===== src/rtl/prescaled_timer_pkg.sv =====
package prescaled_timer_pkg;

  // select field width and the derived prescaler geometry
  localparam int SEL_W    = 3;
  localparam int NUM_SRC  = 2 ** SEL_W;
  localparam int DIV_W    = NUM_SRC - 2;
  localparam logic [SEL_W-1:0] EXT_CODE = {SEL_W{1'b1}};

  typedef enum logic {
    BYTE_LO = 1'b0,
    BYTE_HI = 1'b1
  } byte_sel_e;

endpackage


===== src/rtl/ptmr_sync_edge.sv =====
module ptmr_sync_edge #(
  parameter int STAGES = 2
) (
  input  logic clk,
  input  logic rst,
  input  logic async_i,
  output logic rise_o
);

  logic [STAGES-1:0] chain_q;
  logic              last_q;

  generate
    for (genvar s = 0; s < STAGES; s++) begin : g_stage
      if (s == 0) begin : g_first
        always_ff @(posedge clk) begin
          if (rst) chain_q[0] <= 1'b0;
          else     chain_q[0] <= async_i;
        end
      end else begin : g_next
        always_ff @(posedge clk) begin
          if (rst) chain_q[s] <= 1'b0;
          else     chain_q[s] <= chain_q[s-1];
        end
      end
    end
  endgenerate

  always_ff @(posedge clk) begin
    if (rst) last_q <= 1'b0;
    else     last_q <= chain_q[STAGES-1];
  end

  assign rise_o = chain_q[STAGES-1] & ~last_q;

endmodule


===== src/rtl/ptmr_prescaler.sv =====
module ptmr_prescaler
  import prescaled_timer_pkg::*;
(
  input  logic             clk,
  input  logic             rst,
  input  logic             clear_i,
  input  logic [SEL_W-1:0] sel_i,
  input  logic             ext_rise_i,
  output logic             tick_o
);

  logic [DIV_W-1:0]   div_q;
  logic [NUM_SRC-1:0] src_tick;

  always_ff @(posedge clk) begin
    if (rst || clear_i) div_q <= '0;
    else                div_q <= div_q + 1'b1;
  end

  // one enable per source: divide by 2^i fires when the low i bits are all ones
  generate
    for (genvar i = 0; i < NUM_SRC; i++) begin : g_src
      if (i == NUM_SRC - 1) begin : g_ext
        assign src_tick[i] = ext_rise_i;
      end else if (i == 0) begin : g_bus
        assign src_tick[i] = 1'b1;
      end else begin : g_div
        assign src_tick[i] = &div_q[i-1:0];
      end
    end
  endgenerate

  assign tick_o = src_tick[sel_i];

endmodule


===== src/rtl/ptmr_counter.sv =====
module ptmr_counter #(
  parameter int CNT_W = 16
) (
  input  logic             clk,
  input  logic             rst,
  input  logic             clear_i,
  input  logic             tick_i,
  output logic [CNT_W-1:0] count_o
);

  logic [CNT_W-1:0] count_q;

  always_ff @(posedge clk) begin
    if (rst || clear_i) count_q <= '0;
    else if (tick_i)    count_q <= count_q + 1'b1;
  end

  assign count_o = count_q;

endmodule


===== src/rtl/ptmr_read_port.sv =====
module ptmr_read_port
  import prescaled_timer_pkg::*;
#(
  parameter int BYTE_W = 8,
  localparam int CNT_W = 2 * BYTE_W
) (
  input  logic              clk,
  input  logic              rst,
  input  logic [CNT_W-1:0]  count_i,
  input  logic              rd_en_i,
  input  logic              rd_addr_i,
  output logic [BYTE_W-1:0] rd_data_o,
  output logic              hold_vld_o,
  output logic [BYTE_W-1:0] hold_o
);

  logic [BYTE_W-1:0] hold_q;
  logic              hold_vld_q;
  logic [BYTE_W-1:0] data_q;
  logic [BYTE_W-1:0] live_hi;
  logic [BYTE_W-1:0] live_lo;

  assign live_hi = count_i[CNT_W-1:BYTE_W];
  assign live_lo = count_i[BYTE_W-1:0];

  always_ff @(posedge clk) begin
    if (rst) begin
      hold_q     <= '0;
      hold_vld_q <= 1'b0;
      data_q     <= '0;
    end else if (rd_en_i) begin
      if (byte_sel_e'(rd_addr_i) == BYTE_HI) begin
        data_q <= live_hi;
        if (!hold_vld_q) begin
          hold_q     <= live_lo;
          hold_vld_q <= 1'b1;
        end
      end else begin
        data_q     <= hold_vld_q ? hold_q : live_lo;
        hold_vld_q <= 1'b0;
      end
    end
  end

  assign rd_data_o  = data_q;
  assign hold_vld_o = hold_vld_q;
  assign hold_o     = hold_q;

endmodule


===== src/rtl/prescaled_timer.sv =====
module prescaled_timer
  import prescaled_timer_pkg::*;
#(
  parameter int BYTE_W      = 8,
  parameter int SYNC_STAGES = 2
) (
  input  logic              clk,
  input  logic              rst,
  input  logic              ext_clk_i,
  input  logic [SEL_W-1:0]  div_sel_i,
  input  logic              clr_req_i,
  input  logic              rd_en_i,
  input  logic              rd_addr_i,
  output logic [BYTE_W-1:0] rd_data_o
);

  localparam int CNT_W = 2 * BYTE_W;

  logic              clr_q;
  logic              ext_rise;
  logic              tick;
  logic [CNT_W-1:0]  count_q;
  logic              hold_vld_q;
  logic [BYTE_W-1:0] hold_q;

  // self-clearing clear strobe: set for the cycle after a request
  always_ff @(posedge clk) begin
    if (rst) clr_q <= 1'b0;
    else     clr_q <= clr_req_i;
  end

  ptmr_sync_edge #(.STAGES(SYNC_STAGES)) u_sync (
    .clk     (clk),
    .rst     (rst),
    .async_i (ext_clk_i),
    .rise_o  (ext_rise)
  );

  ptmr_prescaler u_pscl (
    .clk        (clk),
    .rst        (rst),
    .clear_i    (clr_q),
    .sel_i      (div_sel_i),
    .ext_rise_i (ext_rise),
    .tick_o     (tick)
  );

  ptmr_counter #(.CNT_W(CNT_W)) u_cnt (
    .clk     (clk),
    .rst     (rst),
    .clear_i (clr_q),
    .tick_i  (tick),
    .count_o (count_q)
  );

  ptmr_read_port #(.BYTE_W(BYTE_W)) u_rd (
    .clk        (clk),
    .rst        (rst),
    .count_i    (count_q),
    .rd_en_i    (rd_en_i),
    .rd_addr_i  (rd_addr_i),
    .rd_data_o  (rd_data_o),
    .hold_vld_o (hold_vld_q),
    .hold_o     (hold_q)
  );

endmodule


===== config.mk =====
export PLATFORM = sky130hd
export DESIGN_NAME = prescaled_timer
export DESIGN_NICKNAME = d
export VERILOG_FILES = /design/src/rtl/prescaled_timer_pkg.sv /design/src/rtl/ptmr_sync_edge.sv /design/src/rtl/ptmr_prescaler.sv /design/src/rtl/ptmr_counter.sv /design/src/rtl/ptmr_read_port.sv /design/src/rtl/prescaled_timer.sv
export SDC_FILE = /design/constraint.sdc
export NUM_CORES = 1
export LEC_CHECK = 0
export ABC_AREA = 1
export CAP_MARGIN = 10
export CORE_UTILIZATION = 52
export DETAILED_ROUTE_END_ITERATION = 8
export PLACE_DENSITY = 0.84
export SLEW_MARGIN = 25
export SYNTH_ARGS = -nofsm -noshare
export SYNTH_HDL_FRONTEND = slang
export SYNTH_SLANG_ARGS = --single-unit

===== constraint.sdc =====
create_clock -name clk -period 1.82 [get_ports clk]
set_clock_uncertainty 0.15 [all_clocks]
set_input_delay 0.455 -clock clk [delete_from_list [all_inputs] [get_ports clk]]
set_output_delay 0.455 -clock clk [all_outputs]
set_load 0.03 [all_outputs]

==> summary.md, run 1 <==
| Metric | Value |
|---|---|
| Syn Nets | 346 |
| Seq/Total Area, Yosys | 0.381 |
| Routed length per instance | 13.4 um |
| Post-synth cell types | 26 |
| Routed vias/inst | 5.36 |
| HP Class | reg2reg |
| Chip height | 67.9 um |
| Hold Fails Final Rpt | 0 |
| Largest net degree at the start of global routing | 18 |
| Synthesized area | 2260 um2 |
| Dpl hpwl | 3780 um |
| Global-route wire length before repair | 9230 um |
| Least-Margin Pin Slew | 367 ps |
| Total CTS buffers | 5 |
| Hold-fix buffers, CTS | 0 |
| Vias | 2240 |
| Crit-path leading delay family | simple AND/OR/NAND/NOR gates |
| Pins Over Slew Limit | 0 |
| Min Clock Period, post-route | 1810 ps |
| Non-Filler Instances | 418 |
| RSZ-0062 raised after global routing | yes |
| Starting Density | 0.553 |
| Most used DFF post-synth | dfxtp_1 |
| Final nets | 380 |
| Num rows | 23 |
| H-tree Lvls | 2 |
| Die area | 4610 um2 |
| WS Path Type | reg2reg |
| Max stage delay on crit path | 360 ps |
| Clk root buf | clkbuf_8 |
| Cells after Synth | 333 |
| Outcome | finished clean |
| FFs w/ async S/R, synth | 0 |
| Max-slew headroom | 0.755 |
| Worst setup EP type | flop |
| Area delta synth->final | 23.9% |
| Crit path arrival time | 1910 ps |
| Peak supply drop | 0.560 mV |
| Share of the synthesized area in the top cell type | 0.381 |
| Yosys reg bits | 43 |
| Placed inst area | 2570 um2 |
| Inserted Diodes | 0 |
| Synth warn | 0 |
| Avg Cell Area, Syn | 6.78 um2 |
| Fmax | 553 MHz |
| CP required | 1920 ps |
| Vias in the first global route | 2125 |
| Grt ovf | 0 |
| Worst path buffer plus inverter count | 2 |
| EDFF count, synth | 0 |
| Initial antenna violation count | 0 |
| Final setup vio count | 0 |
| Final Cycle Share | 0.993 |
| # DRC | 0 |
| Peak fanout along the critical path | 7 |
| First DRT Iteration DRCs | 216 |
| Placed insts | 409 |
| GRT Total Usage | 0.271 |
| Cell with the largest stage delay on the worst path | dfxtp_2 |
| Maxcap violations | 0 |
| Top cells by count, synth | 77 x nand2_1, 43 x dfxtp_1, 43 x inv_1 |
| I/O Buffers | 16 |
| TritonRoute pass-1 iters | 4 |
| Most frequent cell after synthesis | nand2_1 |
| Crit path launch type | flop |
| Reg clk slew, reported paths | 90 ps |
| Synth top area cells | dfxtp_1 38%, nand2_1 13%, inv_1 7.1% |
| Post-Route WL | 5610 um |
| Placer Congestion | 0.900 |
| Die W | 67.9 um |
| Fin area | 2800 um2 |
| Share of layout cells above drive strength 1 | 0.193 |
| PwrDens | 717 nW/um2 |
| Synth area leader | dfxtp_1 |
| Clk sinks | 43 |
| Num ports | 17 |
| Max clock buf depth | 2 |
| Worst path cell trace | ha_4 -> inv_4 -> nor2_4 -> ha_2 -> inv_2 -> nand2_2 -> nand3_4 -> nand2_2 -> nor2_4 -> nor2_4 -> nand2_1 -> a21oi_2 |
| Leakage | 1.16 nW |
| Most used cell, CP | nor2_4 |
| CTS tree | done |
| Detail Route Antenna Nets | 0 |
| Later-pin clock latency in the skew report | 310 ps |
| Placeable Area | 4090 um2 |
==> cell type report <==
type	instances	area, um2
Clock inverter	3	43.8
Inverter	50	190
Sequential cell	43	863
Clock buffer	5	68.8
Timing Repair Buffer	34	312
Multi-Input combinational cell	233	1260
Fill cell	314	1290
Tap cell	50	62.6
==> worst register-to-register path, stage by stage, from the launching register on <==
cell and delay [ps]:
dfxtp_2 360, ha_4 160, inv_4 40, nor2_4 110, ha_2 200, inv_2 40
nand2_2 60, nand3_4 80, nand2_2 100, nor2_4 40, nor2_4 200, nand2_1 100
a21oi_2 110
==> path summary, 6_finish.rpt <==
kind                            depth (start not counted)  slack, ps              start                 to
worst min-delay path                                    2        260  u_sync.chain_q[0]  u_sync.chain_q[1]
worst max-delay path                                   12         10    u_pscl.div_q[1]  u_cnt.count_o[15]
worst min register to register                          2        260  u_sync.chain_q[0]  u_sync.chain_q[1]
worst max register to register                         12         10    u_pscl.div_q[1]  u_cnt.count_o[15]
==> logic make-up (layout without fill, tap and decap cells) <==
group,count (synthesis),after routing,share of synthesized area
AND/OR/NAND/NOR,165,165,0.336
adder cells (fa/ha/maj),4,4,0.0222
buffers and inverters,57,92,0.106
AO/OA/AOI/OAI,60,60,0.139
XOR/XNOR,4,4,0.0155
flip-flops,43,43,0.381
==> sequential cells by signal (all words and copies together), names as in the netlist <==
name             count
u_pscl.div_q         6
clr_q                1
u_rd.hold_o          8
u_rd.rd_data_o       8
u_sync.last_q        1
u_rd.hold_vld_o      1
u_sync.chain_q       2
u_cnt.count_o       16
==> per-layer routing <==
| metal | part of all wire | wire [um] | vias up | global-route usage |
|---|---|---|---|---|
| li1 | - | - | 1121 | - |
| met1 | 0.44 | 2460 | 1038 | 0.334 |
| met4 | 0.021 | 115 | 0 | 0.0938 |
| met2 | 0.47 | 2630 | 68 | 0.452 |
| met3 | 0.072 | 402 | 13 | 0.0733 |
| met5 | 0 | 0 | - | 0 |
==> stage by stage <==
| step | setup slack [ps] | total power (W) | hold WS, ps | util | TNS [ps] |
|---|---|---|---|---|---|
| floorplan | 102 | 0.00114 | 238 | - | 0 |
| global placement | -139 | 0.00123 | 242 | 0.629 | -1880 |
| detailed placement | -185 | 0.00123 | 247 | 0.629 | -2510 |
| CTS | 17.4 | 0.00199 | 264 | 0.658 | 0 |
| global route | -93.9 | 0.00209 | 299 | 0.685 | -740 |
| finish | 12.2 | 0.00201 | 264 | 0.685 | 0 |
==> layout by cell type (no fill, tap or decap), types with 2 or more instances in the layout <==
cell	instances
nand2_1	72
inv_1	41
dfxtp_1	41
nor2_1	33
o21ai_0	26
a21oi_1	26
nand3_1	16
buf_4	14
or2_1	8
nor2_2	8
nand2_2	8
dlygate4sd2_1	8
nand4_1	7
clkdlybuf4s50_1	7
a21oi_2	6
nor2_4	5
inv_2	5
clkbuf_8	5
clkinv_1	3
nand3_2	3
xor2_1	3
buf_6	3
nand3_4	2
ha_1	2
dfxtp_2	2
==> report_power, final <==
| part | leakage (nW) | total, W | internal [W] | switching [W] |
|---|---|---|---|---|
| sequential | 0.350 | 0.000989 | 0.000969 | 0.0000199 |
| combinational | 0.749 | 0.000250 | 0.000102 | 0.000147 |
| clock | 0.0581 | 0.000767 | 0.000409 | 0.000358 |
| total | 1.16 | 0.00201 | 0.00148 | 0.000525 |
==> repair_timing <==
action / in CTS / in global routing
setup buffers: 0 / 1
resized for setup: 13 / 27
endpoints found under the setup margin: 23 / 16
pin swaps: 2 / 20
cloned: 0 / 0
(Power assumes the default switching activity.)
==> inputs of run 2 (changes only) <==
--- a/config.mk
+++ b/config.mk
@@ -14,3 +14,4 @@
 export SYNTH_ARGS = -nofsm -noshare
 export SYNTH_HDL_FRONTEND = slang
 export SYNTH_SLANG_ARGS = --single-unit
+export TNS_END_PERCENT = 100
==> results of run 2 <==
Same layout as run 1: the final DEF is identical, and so are final timing and power.
==> inputs of run 3 (changes only) <==
--- a/config.mk
+++ b/config.mk
@@ -7,9 +7,13 @@
 export LEC_CHECK = 0
 export ABC_AREA = 1
 export CAP_MARGIN = 10
-export CORE_UTILIZATION = 52
+export CELL_PAD_IN_SITES_DETAIL_PLACEMENT = 0
+export CELL_PAD_IN_SITES_GLOBAL_PLACEMENT = 2
+export CORE_UTILIZATION = 29
+export CTS_CLUSTER_DIAMETER = 80
 export DETAILED_ROUTE_END_ITERATION = 8
-export PLACE_DENSITY = 0.84
+export PLACE_DENSITY = 0.83
+export SETUP_SLACK_MARGIN = 0.5
 export SLEW_MARGIN = 25
 export SYNTH_ARGS = -nofsm -noshare
 export SYNTH_HDL_FRONTEND = slang
==> summary.md, run 3 (same netlist as run 1, synthesis figures left out) <==
| Metric | Value |
|---|---|
| Outcome | finished clean |
| Routed vias/inst | 4.47 |
| Max FFs per register | 16 |
| RSZ-0062 raised after global routing | yes |
| # DRC | 0 |
| Final setup vio count | 0 |
| Leakage | 1.20 nW |
| Maxcap violations | 0 |
| Num rows | 31 |
| Clk sinks | 43 |
| Crit path arrival time | 1760 ps |
| Grt ovf | 0 |
| Later-pin clock latency in the skew report | 300 ps |
| Chip height | 90.2 um |
| Global-route wire length before repair | 10100 um |
| Worst setup EP type | flop |
| Largest net degree at the start of global routing | 18 |
| Max-slew headroom | 0.771 |
| Fillers | 783 |
| CTS tree | done |
| Dpl hpwl | 4430 um |
| Starting Density | 0.305 |
| Placeable Area | 7410 um2 |
| Final core occ | 0.408 |
| Cell-internal power | 0.00150 W |
| Initial antenna violation count | 0 |
| Max stage delay on crit path | 360 ps |
| Hold Fails Final Rpt | 0 |
| I/O Buffers | 16 |
| CP required | 1910 ps |
| Crit-path leading delay family | simple AND/OR/NAND/NOR gates |
| Vias in the first global route | 2071 |
| Crit path launch type | flop |
| Pins Over Slew Limit | 0 |
| HP Class | reg2reg |
| Min Clock Period, post-route | 1680 ps |
| Total CTS buffers | 5 |
| Die W | 90.2 um |
| GRT Total Usage | 0.157 |
| Fmax | 596 MHz |
| P_sw | 0.000545 W |
| Final Cycle Share | 0.922 |
| Num ports | 17 |
| Inserted Diodes | 0 |
| Peak supply drop | 0.248 mV |
| TritonRoute pass-1 iters | 4 |
| Die area | 8140 um2 |
| Final nets | 389 |
| Reg power frac | 0.482 |
| Placer Congestion | 0.772 |
| Max clock buf depth | 2 |
| Net Sw Frac | 0.266 |
| Detail Route Antenna Nets | 0 |
| Peak fanout along the critical path | 7 |
| PwrDens | 678 nW/um2 |
| Vias | 2127 |
| Area delta synth->final | 33.8% |
| Cell with the largest stage delay on the worst path | dfxtp_2 |
| Post-Route WL | 6090 um |
| Part of the power in combinational logic | 0.140 |
| Worst path cell trace | ha_4 -> inv_4 -> nor2_4 -> ha_4 -> inv_2 -> nand2_2 -> nand3_4 -> nand3_4 -> buf_6 -> nand3_1 -> a21oi_1 |
| Clock share of power | 0.378 |
| Final setup TNS | 0 ps |
| H-tree Lvls | 2 |
| Most common cell after layout, fill and taps aside | nand2_1 |
| Setup slack after layout | 143 ps |
| WS Path Type | reg2reg |
| Routed length per instance | 12.8 um |
| Share of layout cells above drive strength 1 | 0.281 |
| Reg clk slew, reported paths | 90 ps |
| Least-Margin Pin Slew | 342 ps |
| Worst path buffer plus inverter count | 3 |
| First DRT Iteration DRCs | 110 |
| Most frequent cells in the layout | 73 x nand2_1, 40 x inv_1, 33 x nor2_1 |
| Worst slack, placed | -194 ps |
| Clk root buf | clkbuf_8 |
[run 3: cell types whose count changed in the layout (fill, tap and decap cells not counted), sizes merged]
| cell | delta |
|---|---|
| clkinvlp | +1 |
| clkdlybuf4s50 | -4 |
| dlygate4sd2 | -3 |
| nand2 | +1 |
| buf | +16 |
| inv | -1 |
| dlymetal6s2s | -1 |
[run 3: timing repair]
item,in CTS,in global routing
endpoints found under the hold margin,0,0
hold buffers,0,0
resized for setup,84,26
setup buffers,7,3
endpoints found under the setup margin,47,33
cloned,1,0
pin swaps,12,5
[run 3: worst paths after layout]
kind                                        start  cells past startpoint  slack, ps                end
worst max-delay path              u_pscl.div_q[1]                     11        140   u_cnt.count_o[6]
worst min-delay path            u_sync.chain_q[0]                      2        270  u_sync.chain_q[1]
worst max register to register    u_pscl.div_q[1]                     11        140   u_cnt.count_o[6]
worst min register to register  u_sync.chain_q[0]                      2        270  u_sync.chain_q[1]
[run 3: tightest hold or removal path, delay by kind of cell, from the launching register on]
kind / cells / cell delay, ps
flip-flops: 1 / 310
buffers and inverters: 1 / 40
AND/OR/NAND/NOR: 1 / 30
[run 3: area by class of cell]
type / instances / area (um2) / share of cell area
flip-flops and latches: 43 / 880 / 0.291
repair buffers: 42 / 413 / 0.137
inverters: 50 / 198 / 0.0654
clock inverters: 3 / 43.8 / 0.0145
well taps: 99 / 124 / 0.0410
multi-input cells: 234 / 1290 / 0.429
clock buffers: 5 / 68.8 / 0.0228
[run 3: power by group through the flow]
stage	sequential [W]	clock (W)	combinational [W]
6_report	0.000988	0.000774	0.000286
5_1_grt	0.000993	0.000835	0.000314
4_1_cts	0.000987	0.000784	0.000276
3_5_place_dp	0.00101	0	0.000236
3_3_place_gp	0.00101	0	0.000235
2_1_floorplan	0.00102	0	0.000132
[run 3: per-stage QoR]
| step | total power (W) | hold slack (ps) | instance area, um2 | cells |
|---|---|---|---|---|
| finish | 0.00205 | 274 | 3020 | 476 |
| global route | 0.00214 | 293 | 3020 | 476 |
| CTS | 0.00205 | 278 | 2950 | 473 |
| detailed placement | 0.00125 | 256 | 2670 | 457 |
| global placement | 0.00124 | 248 | 2670 | 457 |
| floorplan | 0.00115 | 238 | 2290 | 333 |
[run 3: metal layers]
metal / GRT usage / wire length, um / vias to the layer above / share of wire
met2: 0.258 / 2690 / 34 / 0.44
met3: 0.0237 / 224 / 4 / 0.037
met4: 0.0457 / 57 / 0 / 0.0094
met1: 0.211 / 3110 / 941 / 0.51
li1: - / - / 1148 / -
met5: 0 / 0 / - / 0
